[src/rtl/codec_bridge_pkg.sv]
package codec_bridge_pkg;

    localparam int NUM_REGS   = 28;
    localparam int IDX_W      = 7;
    localparam int BYTE_W     = 8;
    localparam int WR_CYCLES  = 4;
    localparam int RD_STAGES  = 6;
    localparam int STATUS_IDX = 9;
    localparam int UP_BIT     = 3;
    localparam int DN_BIT     = 2;
    localparam int TEST_IDX_A = 20;
    localparam int TEST_IDX_B = 21;

    // host word layout; positions are decoded by software
    localparam int REQ_BIT    = 16;
    localparam int IDX_LSB    = 8;
    localparam int IRQ_BIT    = 8;
    localparam logic [3:0] CMD_OFF  = 4'h0;
    localparam logic [3:0] DATA_OFF = 4'h4;

    function automatic logic [BYTE_W-1:0] power_on_value(input int idx);
        logic [BYTE_W-1:0] v;
        case (idx)
            0:        v = 8'h0c;
            1:        v = 8'haa;
            2:        v = 8'h78;
            5:        v = 8'hff;
            6:        v = 8'h03;
            7:        v = 8'h51;
            8:        v = 8'h3f;
            11, 12, 13, 14, 15, 16: v = 8'h04;
            17, 18:   v = 8'h0a;
            22:       v = 8'hc0;
            23:       v = 8'h34;
            24:       v = 8'h07;
            25:       v = 8'h44;
            26:       v = 8'h1f;
            default:  v = 8'h00;
        endcase
        return v;
    endfunction

    function automatic bit idx_backed(input int idx, input int nregs);
        return (idx < nregs) && (idx != TEST_IDX_A) && (idx != TEST_IDX_B);
    endfunction

endpackage

[src/rtl/cmd_sequencer.sv]
module cmd_sequencer
    import codec_bridge_pkg::*;
#(
    parameter int LAT   = WR_CYCLES,
    parameter int AW    = IDX_W,
    parameter int DW    = BYTE_W
) (
    input  logic          clk,
    input  logic          rst_n,
    input  logic          cmd_we,
    input  logic [31:0]   cmd_wdata,
    output logic          busy_o,
    output logic [AW-1:0] idx_o,
    output logic [DW-1:0] wval_o,
    output logic          commit_o
);
    localparam int CW = (LAT > 1) ? $clog2(LAT) : 1;

    typedef struct packed {
        logic          busy;
        logic [CW-1:0] cnt;
        logic [AW-1:0] idx;
        logic [DW-1:0] wval;
    } seq_t;

    seq_t seq_d, seq_q;
    logic commit_d;

    always_comb begin
        seq_d    = seq_q;
        commit_d = 1'b0;
        if (seq_q.busy) begin
            if (seq_q.cnt == '0) begin
                seq_d.busy = 1'b0;
                commit_d   = 1'b1;
            end else begin
                seq_d.cnt = seq_q.cnt - 1'b1;
            end
        end else if (cmd_we) begin
            seq_d.idx = cmd_wdata[IDX_LSB +: AW];
            if (cmd_wdata[REQ_BIT]) begin
                seq_d.busy = 1'b1;
                seq_d.cnt  = CW'(LAT - 1);
                seq_d.wval = cmd_wdata[DW-1:0];
            end
        end
    end

    always_ff @(posedge clk or negedge rst_n) begin
        if (!rst_n) seq_q <= '0;
        else        seq_q <= seq_d;
    end

    assign busy_o   = seq_q.busy;
    assign idx_o    = seq_q.idx;
    assign wval_o   = seq_q.wval;
    assign commit_o = commit_d;

endmodule

[src/rtl/codec_reg_bank.sv]
module codec_reg_bank
    import codec_bridge_pkg::*;
#(
    parameter int NREGS = NUM_REGS,
    parameter int AW    = IDX_W,
    parameter int DW    = BYTE_W
) (
    input  logic          clk,
    input  logic          rst_n,
    input  logic          wr_en,
    input  logic [AW-1:0] wr_idx,
    input  logic [DW-1:0] wr_val,
    input  logic [AW-1:0] rd_idx,
    output logic [DW-1:0] rd_val,
    input  logic          up_set,
    input  logic          dn_set,
    output logic          irq_o
);
    logic [NREGS-1:0][DW-1:0] bank_vec;

    for (genvar i = 0; i < NREGS; i++) begin : g_reg
        if (!idx_backed(i, NREGS)) begin : g_absent
            assign bank_vec[i] = '0;
        end else begin : g_present
            logic [DW-1:0] val_d, val_q;
            logic          hit;
            assign hit = wr_en && (wr_idx == AW'(i));

            if (i == STATUS_IDX) begin : g_status
                always_comb begin
                    val_d = val_q;
                    if (hit) begin
                        val_d = wr_val;
                        val_d[UP_BIT] = val_q[UP_BIT] & wr_val[UP_BIT];
                        val_d[DN_BIT] = val_q[DN_BIT] & wr_val[DN_BIT];
                    end
                    if (up_set) val_d[UP_BIT] = 1'b1;
                    if (dn_set) val_d[DN_BIT] = 1'b1;
                end
            end else begin : g_plain
                always_comb begin
                    val_d = val_q;
                    if (hit) val_d = wr_val;
                end
            end

            always_ff @(posedge clk or negedge rst_n) begin
                if (!rst_n) val_q <= DW'(power_on_value(i));
                else        val_q <= val_d;
            end
            assign bank_vec[i] = val_q;
        end
    end

    always_comb begin
        rd_val = '0;
        for (int k = 0; k < NREGS; k++) begin
            if (rd_idx == AW'(k)) rd_val = bank_vec[k];
        end
    end

    assign irq_o = bank_vec[STATUS_IDX][UP_BIT] | bank_vec[STATUS_IDX][DN_BIT];

endmodule

[src/rtl/read_delay_line.sv]
module read_delay_line
    import codec_bridge_pkg::*;
#(
    parameter int STAGES = RD_STAGES,
    parameter int DW     = BYTE_W
) (
    input  logic          clk,
    input  logic          rst_n,
    input  logic [DW-1:0] din,
    output logic [DW-1:0] dout
);
    logic [STAGES-1:0][DW-1:0] pipe_d, pipe_q;

    always_comb begin
        pipe_d[0] = din;
        for (int s = 1; s < STAGES; s++) pipe_d[s] = pipe_q[s-1];
    end

    always_ff @(posedge clk or negedge rst_n) begin
        if (!rst_n) pipe_q <= '0;
        else        pipe_q <= pipe_d;
    end

    assign dout = pipe_q[STAGES-1];

endmodule

[src/rtl/codec_reg_bridge.sv]
module codec_reg_bridge
    import codec_bridge_pkg::*;
#(
    parameter int NREGS  = NUM_REGS,
    parameter int WR_LAT = WR_CYCLES,
    parameter int RD_LAT = RD_STAGES
) (
    input  logic        clk,
    input  logic        rst_n,
    input  logic        host_we,
    input  logic [3:0]  host_addr,
    input  logic [31:0] host_wdata,
    output logic [31:0] host_rdata,
    input  logic        ramp_up_set,
    input  logic        ramp_down_set
);
    logic              cmd_we;
    logic              busy;
    logic [IDX_W-1:0]  cmd_idx;
    logic [BYTE_W-1:0] cmd_wval;
    logic              commit;
    logic [BYTE_W-1:0] bank_rd;
    logic [BYTE_W-1:0] rd_delayed;
    logic              irq;

    assign cmd_we = host_we && (host_addr == CMD_OFF);

    cmd_sequencer #(.LAT(WR_LAT), .AW(IDX_W), .DW(BYTE_W)) u_seq (
        .clk      (clk),
        .rst_n    (rst_n),
        .cmd_we   (cmd_we),
        .cmd_wdata(host_wdata),
        .busy_o   (busy),
        .idx_o    (cmd_idx),
        .wval_o   (cmd_wval),
        .commit_o (commit)
    );

    codec_reg_bank #(.NREGS(NREGS), .AW(IDX_W), .DW(BYTE_W)) u_bank (
        .clk    (clk),
        .rst_n  (rst_n),
        .wr_en  (commit),
        .wr_idx (cmd_idx),
        .wr_val (cmd_wval),
        .rd_idx (cmd_idx),
        .rd_val (bank_rd),
        .up_set (ramp_up_set),
        .dn_set (ramp_down_set),
        .irq_o  (irq)
    );

    read_delay_line #(.STAGES(RD_LAT), .DW(BYTE_W)) u_rd (
        .clk  (clk),
        .rst_n(rst_n),
        .din  (bank_rd),
        .dout (rd_delayed)
    );

    always_comb begin
        host_rdata = '0;
        if (host_addr == CMD_OFF) begin
            host_rdata[REQ_BIT]               = busy;
            host_rdata[IDX_LSB +: IDX_W]      = cmd_idx;
            host_rdata[BYTE_W-1:0]            = cmd_wval;
        end else if (host_addr == DATA_OFF) begin
            host_rdata[IRQ_BIT]               = irq;
            host_rdata[BYTE_W-1:0]            = rd_delayed;
        end
    end

endmodule

[config.mk]
export PLATFORM = sky130hd
export DESIGN_NAME = codec_reg_bridge
export DESIGN_NICKNAME = d
export VERILOG_FILES = /design/src/rtl/codec_bridge_pkg.sv /design/src/rtl/cmd_sequencer.sv /design/src/rtl/codec_reg_bank.sv /design/src/rtl/read_delay_line.sv /design/src/rtl/codec_reg_bridge.sv
export SDC_FILE = /design/constraint.sdc
export NUM_CORES = 1
export LEC_CHECK = 0
export ABC_AREA = 0
export BUFFER_PORTS_ARGS = -buffer_cell sky130_fd_sc_hd__buf_2
export CAP_MARGIN = 10
export CORE_MARGIN = 2
export CORE_UTILIZATION = 65
export DETAILED_ROUTE_END_ITERATION = 10
export HOLD_SLACK_MARGIN = 0.02
export PLACE_DENSITY = 0.84
export SETUP_SLACK_MARGIN = 0.5
export SKIP_LAST_GASP = 1
export SLEW_MARGIN = 30
export SYNTH_ARGS = -nofsm -noshare
export SYNTH_HDL_FRONTEND = slang
export SYNTH_HIERARCHICAL = 1
export SYNTH_SLANG_ARGS = --single-unit
[constraint.sdc]
create_clock -name clk -period 3.8 [get_ports clk]
set_input_delay 0.76 -clock clk [delete_from_list [all_inputs] [get_ports clk]]
set_output_delay 0.76 -clock clk [all_outputs]
set_load 0.03 [all_outputs]
Word level (Yosys, flattened, before mapping)
Cells that the tools add are included.
{ "totals": {"word_cells": 152, "reg_bits": 274, "out_inout_bits": 32, "in_bits": 41} }
{ "op_classes": {"add_sub_neg": 1, "muxes": 43, "n_reduce_logical": 37, "eq_ne": 29, "n_bitwise": 4} }
{ "ops": {"columns": ["cell", "n"], "rows": [
  ["2-to-1 mux 8 bit", 29],
  ["== test 7 x 5 -> 1 bit, second input constant", 12],
  ["== test 7 x 4 -> 1 bit, second input constant", 8],
  ["== test 7 x 3 -> 1 bit, second input constant", 4],
  ["logical AND 1 bit", 27],
  ["2-to-1 mux 18 bit", 1],
  ["2-to-1 mux 9 bit", 2],
  ["== test 7 x 2 -> 1 bit, second input constant", 2],
  ["nonzero test 2 bit", 4],
  ["== test 7 x 1 -> 1 bit, second input constant", 1],
  ["zero test 7 bit", 1],
  ["2-to-1 mux 1 bit", 6],
  ["2-to-1 mux 3 bit", 2],
  ["2-to-1 mux 6 bit", 1],
  ["AND reduction 3 bit", 2],
  ["== test 4 x 3 -> 1 bit, second input constant", 1],
  ["zero test 4 bit", 1],
  ["2-to-1 mux 4 bit", 1],
  ["AND 1 bit", 2],
  ["zero test 2 bit", 1],
  ["2-to-1 mux 2 bit", 1],
  ["!= test 2 bit, second input constant", 1],
  ["AND reduction 2 bit", 1],
  ["subtractor 2 x 1 -> 2 bit, second input constant", 1],
  ["other kinds (2)", 2]
]} }

Longest topological paths before layout
Gate-level depths: netlist of the first run.
{ "logic_depth": {"ltp_word": 29, "mapped_depth": 11, "ltp_nobuf": 8} }

Hierarchy
The synthesis of the first run kept the hierarchy.
{ "modules_own_cells": {"columns": ["mod", "n_inst", "cells_each", "seq_area_each_um2", "area_per_inst_um2"], "rows": [
  ["codec_reg_bank", 1, 883, 5272.6, 10570.1],
  ["read_delay_line", 1, 48, 1201.2, 1201.2],
  ["cmd_sequencer", 1, 62, 450.4, 890.9],
  ["codec_reg_bridge", 1, 47, 0.0, 341.6]
]} }

Worst setup path after synthesis of the first run
Ideal clock, no wire load.
{ "synth_path": {"path_type": "input port to output port", "from": "input port host_addr[1]", "to": "output port host_rdata[0]", "setup_slack_ps": 1346, "path_buffers": 1, "arrival_ps": 1694, "path_stages": 3, "required_ps": 3040, "cell_sequence": "or3_1 > buf_6 > nor2_1"} }
{ "synth_via": {"elab_chain_cells": 3, "elab_cells_between_ends": 4, "classes_between": "eq/ne (1); mux (2); reduce/logical (1)"} }
{ "synth_lines": {"columns": ["element", "line", "source"], "rows": [
  ["start, declared", "codec_reg_bridge.sv:11", "input logic [3:0] host_addr,"],
  ["== test 4 x 3 -> 1 bit", "codec_reg_bridge.sv:65", "end else if (host_addr == DATA_OFF) begin"],
  ["2-to-1 mux 9 bit", "codec_reg_bridge.sv:65", null],
  ["2-to-1 mux 9 bit *", "codec_reg_bridge.sv:61", "if (host_addr == CMD_OFF) begin"],
  ["end, declared", "codec_reg_bridge.sv:13", "output logic [31:0] host_rdata,"]
]} }
Mark *: on every way between the ends. The rest lies on a longest branch, timed or not.

Worst setup path after layout of the first run
{ "layout_path": {"from": "register u_seq.seq_q (netlist bit u_seq/idx_o[0])", "to": "register u_rd.pipe_q (netlist bit u_rd/pipe_d[9])"} }
{ "layout_via": {"elab_chain_cells": 29, "elab_cells_between_ends": 56, "classes_between": "eq/ne (27); mux (28); reduce/logical (1)"} }
{ "layout_lines": {"columns": ["element", "line", "source"], "rows": [
  ["start, declared", "cmd_sequencer.sv:26", "seq_t seq_d, seq_q;"],
  ["start signal, assigned", "cmd_sequencer.sv:51", "else seq_q <= seq_d;"],
  ["zero test 7 bit", "codec_reg_bank.sv:58", "if (rd_idx == AW'(k)) rd_val = bank_vec[k];"],
  ["2-to-1 mux 8 bit (27 in series)", "codec_reg_bank.sv:58", null],
  ["2-to-1 mux 8 bit *", "codec_reg_bank.sv:58", null],
  ["via bank_rd[1]", "codec_reg_bridge.sv:22", "logic [BYTE_W-1:0] bank_rd;"],
  ["end signal, assigned", "read_delay_line.sv:21", "else pipe_q <= pipe_d;"],
  ["end, declared", "read_delay_line.sv:12", "logic [STAGES-1:0][DW-1:0] pipe_d, pipe_q;"]
]} }
Mark *: on every way through the listed nets, which the timed path passes. The rest lies on a longest branch.
A chain may end at the register's enable or synchronous reset.

==> impl_metrics.tcl, run 1 <==
set metrics [dict create \
    yosys.cell_types.count 88 \
    nets 1109 \
    clk_latency_ps 560 \
    vdd_drop_max_uv 376 \
    synth_area_leader_cell "dfrtp_1" \
    post_cts_buffers 0 \
    worstReg2RegEnd "u_rd/pipe_d[9]" \
    start_kind "flop" \
    viasPerCell 6.79 \
    yosysMostFrequentCell "mux2_2" \
    arrival_ps 3360 \
    diodes 0 \
    seqCellArea_mm2 0.00693 \
    hpwl_mm 22.5 \
    synth_ff_type "dfrtp_1" \
    drtIter0Drc 1088 \
    fmax_mhz 335 \
    die-area_mm2 0.0212 \
    worst_pin_slew_ps 1070 \
    reg2reg_from "u_seq/idx_o[0]" \
    cap_violations 0 \
    yosys_warnings 6 \
    critPathCaptureType "flop" \
    place_ws_ps 983 \
    cts.sinks 274 \
    clk_pin_slew_ps 70 \
    root_buffer "clkbuf_16" \
    ios 73 \
    core_area_mm2 0.0195 \
    fin_skew_ps 29.5 \
    area_delta_synth_final_pct 10.6 \
    p_leak_nw 6.69 \
    rrSetupSlack_ps 810 \
    critPathKind "reg -> reg" \
    drc 0 \
    slew_headroom_pct 28.4 \
    yosys_register_bits 274 \
    rsz0062_at_grt "false" \
    synthCells 1040 \
    syn_area_mm2 0.0130 \
    gp_congestion 0.988 \
    synth-edff-count 0 \
    drt_first_pass_iters 5 \
    grt_max_degree 112 \
    cts_max_path_buffers 3 \
    fp-row-count 51 \
    antenna_found_initial 0 \
    cp_max_fo 41 \
    setup_slack_ps 814 \
    ctsResizeCount 0 \
    status "finished, final reports clean" \
    async_flop_share_pct 100 \
    h-tree-depth 1 \
    avgSynthCellArea_um2 12.5 \
    synth_top_area_share_pct 42.3 \
    port_buffers 40 \
    start_util_pct 66.6 \
    ant_nets 0 \
    multi_input_area_mm2 0.00555 \
    finalHoldViolations 0 \
    min_path_type "in -> async" \
    die_h_um 145 \
    grt_first_pass_wirelength_mm 55.5 \
    period_share_pct 78.6 \
    min_period_ps 2990 \
    grt_use_total_pct 34.0 \
    required_ps 4180 \
    slew_violations 0 \
    synthTopCellsByCount "229 x mux2_2, 220 x dfrtp_1, 58 x nand2_1, 57 x nor2_1, 54 x dfstp_2" \
    cts_tree "done" \
    p_per_area_mw_per_mm2 626 \
    fin_tns_setup_ps 0 \
    cts_buffers 29 \
    num_vias 9198 \
    fill_cells 1251 \
    holdBufCountCts 0 \
    seq_area_frac_synth_pct 53.2 \
    rr_worst_depth 7 \
    wl_per_cell_um 26.5 \
    die_w_um 145 \
    setup_viol 0 \
    grt_pass1_vias 9243 \
    drt-total-wl_mm 36.0 \
    synthTopCellsByArea "dfrtp_1 42%, mux2_2 20%, dfstp_2 11%" \
    drive_gt1_share_pct 41.0 \
    overflow 0 \
]
-- worst max-delay path by stage --
stage / from / end / slack (ps) / cells after the start
floorplan: host_addr[1] / host_rdata[0] / 1350 / 3
global placement: u_seq/idx_o[0] / u_rd/pipe_d[12] / 1010 / 6
detailed placement: u_seq/idx_o[0] / u_rd/pipe_d[12] / 980 / 6
CTS: u_seq/idx_o[0] / host_rdata[8] / 950 / 4
global route: u_seq/idx_o[0] / u_rd/pipe_d[9] / 810 / 7
finish: u_seq/idx_o[0] / u_rd/pipe_d[9] / 810 / 7
-- flip-flops by register name, indices dropped and copies added (netlist names) --
register / flops
u_seq/idx_o: 7
u_rd/dout: 8
u_seq/busy_o: 1
u_rd/pipe_d: 40
u_bank/g.g_present.val_q: 208
u_seq/wval_o: 8
u_seq/seq_q: 2
-- per-layer routing --
metal,track usage (%),vias up,part of all wire [%]
met5,0,-,0
met2,51.6,637,45
met4,15.5,0,4.8
met3,7.99,124,10
met1,47.1,4625,40
li1,-,3812,-
-- power breakdown --
group	internal [mW]	leakage, nW	switching [mW]	total (mW)
clock	1.83	0.499	1.18	3.01
sequential	3.30	3.56	0.377	3.68
combinational	0.758	2.63	1.55	2.31
total	5.89	6.69	3.11	9.00
-- final cells by class --
class / count / area share (%)
Sequential cell: 274 / 48.2
Clock inverter: 12 / 1.22
Timing Repair Buffer: 74 / 3.50
Clock buffer: 42 / 5.94
Multi-Input combinational cell: 678 / 38.6
Tap cell: 265 / 2.31
Inverter: 10 / 0.261
-- cell usage in the layout, fill, tap and decap left out, types with 4 or more instances in the layout --
| master | Yosys | layout |
|---|---|---|
| mux2_2 | 229 | 229 |
| dfrtp_1 | 220 | 216 |
| nand2_1 | 58 | 58 |
| nor2_1 | 57 | 57 |
| dfstp_2 | 54 | 54 |
| buf_2 | 22 | 39 |
| buf_4 | 37 | 31 |
| mux2i_1 | 29 | 29 |
| clkbuf_16 | 0 | 29 |
| a21oi_1 | 27 | 27 |
| o21ai_0 | 26 | 26 |
| nand3_1 | 20 | 20 |
| conb_1 | 1 | 16 |
| o22ai_1 | 13 | 13 |
| nand2b_1 | 12 | 12 |
| a22oi_1 | 12 | 12 |
| and2_1 | 11 | 11 |
| o32ai_1 | 10 | 10 |
| inv_1 | 9 | 9 |
| nor3_1 | 9 | 9 |
| o211ai_1 | 9 | 9 |
| clkbuf_8 | 0 | 8 |
| nor2b_1 | 8 | 8 |
| o31ai_1 | 8 | 8 |
| mux2_4 | 8 | 8 |
| and3_1 | 6 | 6 |
| a211oi_1 | 6 | 6 |
| clkbuf_1 | 27 | 5 |
| a221oi_1 | 5 | 5 |
| a21boi_0 | 5 | 5 |
| nor4_1 | 5 | 5 |
| bufinv_16 | 0 | 4 |
| o2bb2ai_1 | 4 | 4 |
| o221ai_1 | 4 | 4 |
| nand4_1 | 4 | 4 |
-- critical path, cell delays in order (launching register included) --
cell	delay, ps
dfrtp_4	810
buf_4	350
mux2i_1	220
nor2_1	70
o21ai_0	450
nand3_1	140
nor4_1	490
o221ai_1	290
-- cell families after synthesis --
family                   Yosys count  share of synthesized area (%)
adder cells (fa/ha/maj)            1                         0.0962
buffers and inverters            103                           4.54
other                              1                         0.0288
AND/OR/NAND/NOR                  228                           9.81
AO/OA/AOI/OAI                    165                           8.94
flip-flops                       274                           53.2
multiplexers                     268                           23.3
-- metrics by stage --
stage | hold WS [ps] | util [%] | instances | cell area, um^2 | total power, mW
after floorplan | 331 | - | 1055 | 13100 | 5.10
after global placement | 332 | 68.4 | 1301 | 13300 | 5.82
after detailed placement | 335 | 68.4 | 1301 | 13300 | 5.88
after CTS | 309 | 73.6 | 1355 | 14400 | 8.91
after global routing | 352 | 73.6 | 1355 | 14400 | 9.27
final | 283 | 73.6 | 1355 | 14400 | 9.00
No activity file was read; power rests on OpenSTA's default activity.
==> inputs of run 2 (changes only) <==
Settings changed: CORE_UTILIZATION 65 to 55, PLACE_DENSITY 0.84 to 0.76.
Clock period 3.8 ns to 2.74 ns, I/O delays scaled along.
==> run 2 against run 1 <==
  * Combinational power is 77% higher
  * Sequential power grew 34%
  * Maximum frequency increased by 29%
  * Sequential share of layout area down 2.9 points
  * Wire length grew 5.3%
  * Critical path depth unchanged
  * Cell area increased by 6.4%
  * Non-clock buffer count rose by 77
  * Highest routed layer unchanged
==> impl_metrics.tcl, run 2 (synthesis gave the netlist of run 1 again) <==
set metrics [dict create \
    finalHoldViolations 0 \
    crit_slowest_cell "dfrtp_4" \
    place_ws_ps 261 \
    grt_first_pass_wirelength_mm 56.9 \
    drc 0 \
    critPathKind "reg -> reg" \
    grt_max_degree 65 \
    start_util_pct 55.7 \
    clkPwrFrac_pct 33.3 \
    cts_tree "done" \
    slew_headroom_pct 50.4 \
    drive_gt1_share_pct 47.3 \
    overflow 0 \
    fill_cells 1739 \
    slew_violations 0 \
    cap_violations 0 \
    fp-row-count 56 \
    wl_met1_mm 15.9 \
    period_share_pct 84.8 \
    clk_pin_slew_ps 60 \
    fmax_mhz 430 \
    seqCellArea_mm2 0.00694 \
    root_buffer "clkbuf_16" \
    critPathCaptureType "flop" \
    final_cell_mix "229 x mux2_2, 213 x dfrtp_1, 95 x buf_4" \
    ant_nets 0 \
    max_stage_delay_ps 540 \
    antenna_found_initial 0 \
    swShare_pct 33.6 \
    rrSetupSlack_ps 420 \
    cp_common_cell "buf_4" \
    final_common_cell "mux2_2" \
    area_delta_synth_final_pct 17.7 \
    min_period_ps 2320 \
    drt_first_pass_iters 5 \
    fin_tns_setup_ps 0 \
    p_per_area_mw_per_mm2 884 \
    die_h_um 158 \
    largest-register "u_bank/g.g_present.val_q" \
    grt_use_total_pct 30.8 \
    nets 1186 \
    cts_buffers 29 \
    routed-wl-met2_mm 17.0 \
    port_buffers 40 \
    ios 73 \
    viasPerCell 6.29 \
    gp_congestion 0.953 \
    whs_ps 199 \
    min_path_type "in -> reg" \
    post-route-util_pct 65.6 \
    cts_max_path_buffers 3 \
    largest_register_ffs 208 \
    num_vias 9348 \
    worst_pin_slew_ps 737 \
    wl_per_cell_um 25.5 \
    cp_cell_sequence "buf_4 -> buf_4 -> mux2_2 -> a221oi_1 -> o32ai_1 -> a211oi_2 -> o311ai_2" \
    p_switching_mw 4.55 \
    drtIter0Drc 1066 \
    rsz0062_at_grt "true" \
    met3_length_mm 3.58 \
    required_ps 3170 \
    vdd_drop_max_uv 463 \
    setup_slack_ps 416 \
    hpwl_mm 24.1 \
    die_w_um 158 \
    comb_power_share_pct 30.3 \
    diodes 0 \
    core_area_mm2 0.0233 \
    crit_family "compound AO/OA/AOI/OAI gates" \
    p_int_mw 8.98 \
    top_layer "met4" \
    status "finished, final reports clean" \
    drt-total-wl_mm 37.9 \
    cts.sinks 274 \
    cp_num_buf_inv 2 \
    grt_pass1_vias 9290 \
    arrival_ps 2750 \
    fin_skew_ps 13.7 \
    die-area_mm2 0.0249 \
    h-tree-depth 1 \
    p_leak_nw 7.16 \
    pwr-share-seq_pct 36.4 \
    multi_input_area_mm2 0.00565 \
    clk_latency_ps 540 \
    setup_viol 0 \
    cp_max_fo 8 \
    start_kind "flop" \
    total_power_mw 13.5 \
]
-- run 2: cell count changes in the layout (fill, tap and decap cells not counted), sizes merged --
cell | previous run | this run
buf | 74 | 149
bufinv | 4 | 9
clkbuf | 42 | 35
clkinv | 3 | 6
clkinvlp | 3 | 4
dlygate4sd3 | 0 | 1
inv | 12 | 10
-- run 2: final cells by class --
cell class / count / share of cell area, %
Multi-Input combinational cell: 678 / 36.9
Sequential cell: 274 / 45.3
Tap cell: 319 / 2.61
Timing Repair Buffer: 151 / 7.58
Clock buffer: 34 / 5.06
Clock inverter: 19 / 2.22
Inverter: 10 / 0.270
-- run 2: power by group through the flow --
| stage | registers, mW | logic (mW) | clock network, mW |
|---|---|---|---|
| after global placement | 5.01 | 3.42 | 0 |
| final | 4.93 | 4.10 | 4.50 |
| after floorplan | 4.76 | 2.31 | 0 |
| after global routing | 4.97 | 4.26 | 4.74 |
| after detailed placement | 5.04 | 3.45 | 0 |
| after CTS | 4.92 | 3.76 | 4.56 |
-- run 2: timing repair --
action                                  CTS  global route
gates resized for setup                  17            30
pin swaps                                 5             6
endpoints found under the setup margin   62           137
hold endpoints to repair                 55             0
hold buffers                              1             0
buffers inserted                         19            14
-- run 2: through the flow --
stage | std cells | instance area [um^2]
6_report | 1485 | 15300
5_1_grt | 1485 | 15300
4_1_cts | 1471 | 15100
3_5_place_dp | 1398 | 13800
3_3_place_gp | 1398 | 13800
2_1_floorplan | 1055 | 13100
-- run 2: worst paths after layout --
path	start	end	depth (start not counted)
setup reg to reg	u_seq/idx_o[0]	u_rd/pipe_d[11]	7
hold reg to reg	u_rd/pipe_d[25]	u_rd/pipe_d[33]	0
hold / removal	ramp_down_set	u_bank/g_reg[9].g_present.val_q[2]	2
max in group asynchronous	rst_n	u_bank/g_reg[24].g_present.val_q[1]	3
min in group asynchronous	rst_n	u_bank/g_reg[9].g_present.val_q[3]	2
setup / recovery	u_seq/idx_o[0]	u_rd/pipe_d[11]	7
-- run 2: layer usage --
| metal | up-vias | track usage [%] |
|---|---|---|
| met1 | 4762 | 43.4 |
| met3 | 96 | 7.09 |
| met5 | - | 0 |
| li1 | 3964 | - |
| met2 | 526 | 47.1 |
| met4 | 0 | 10.6 |
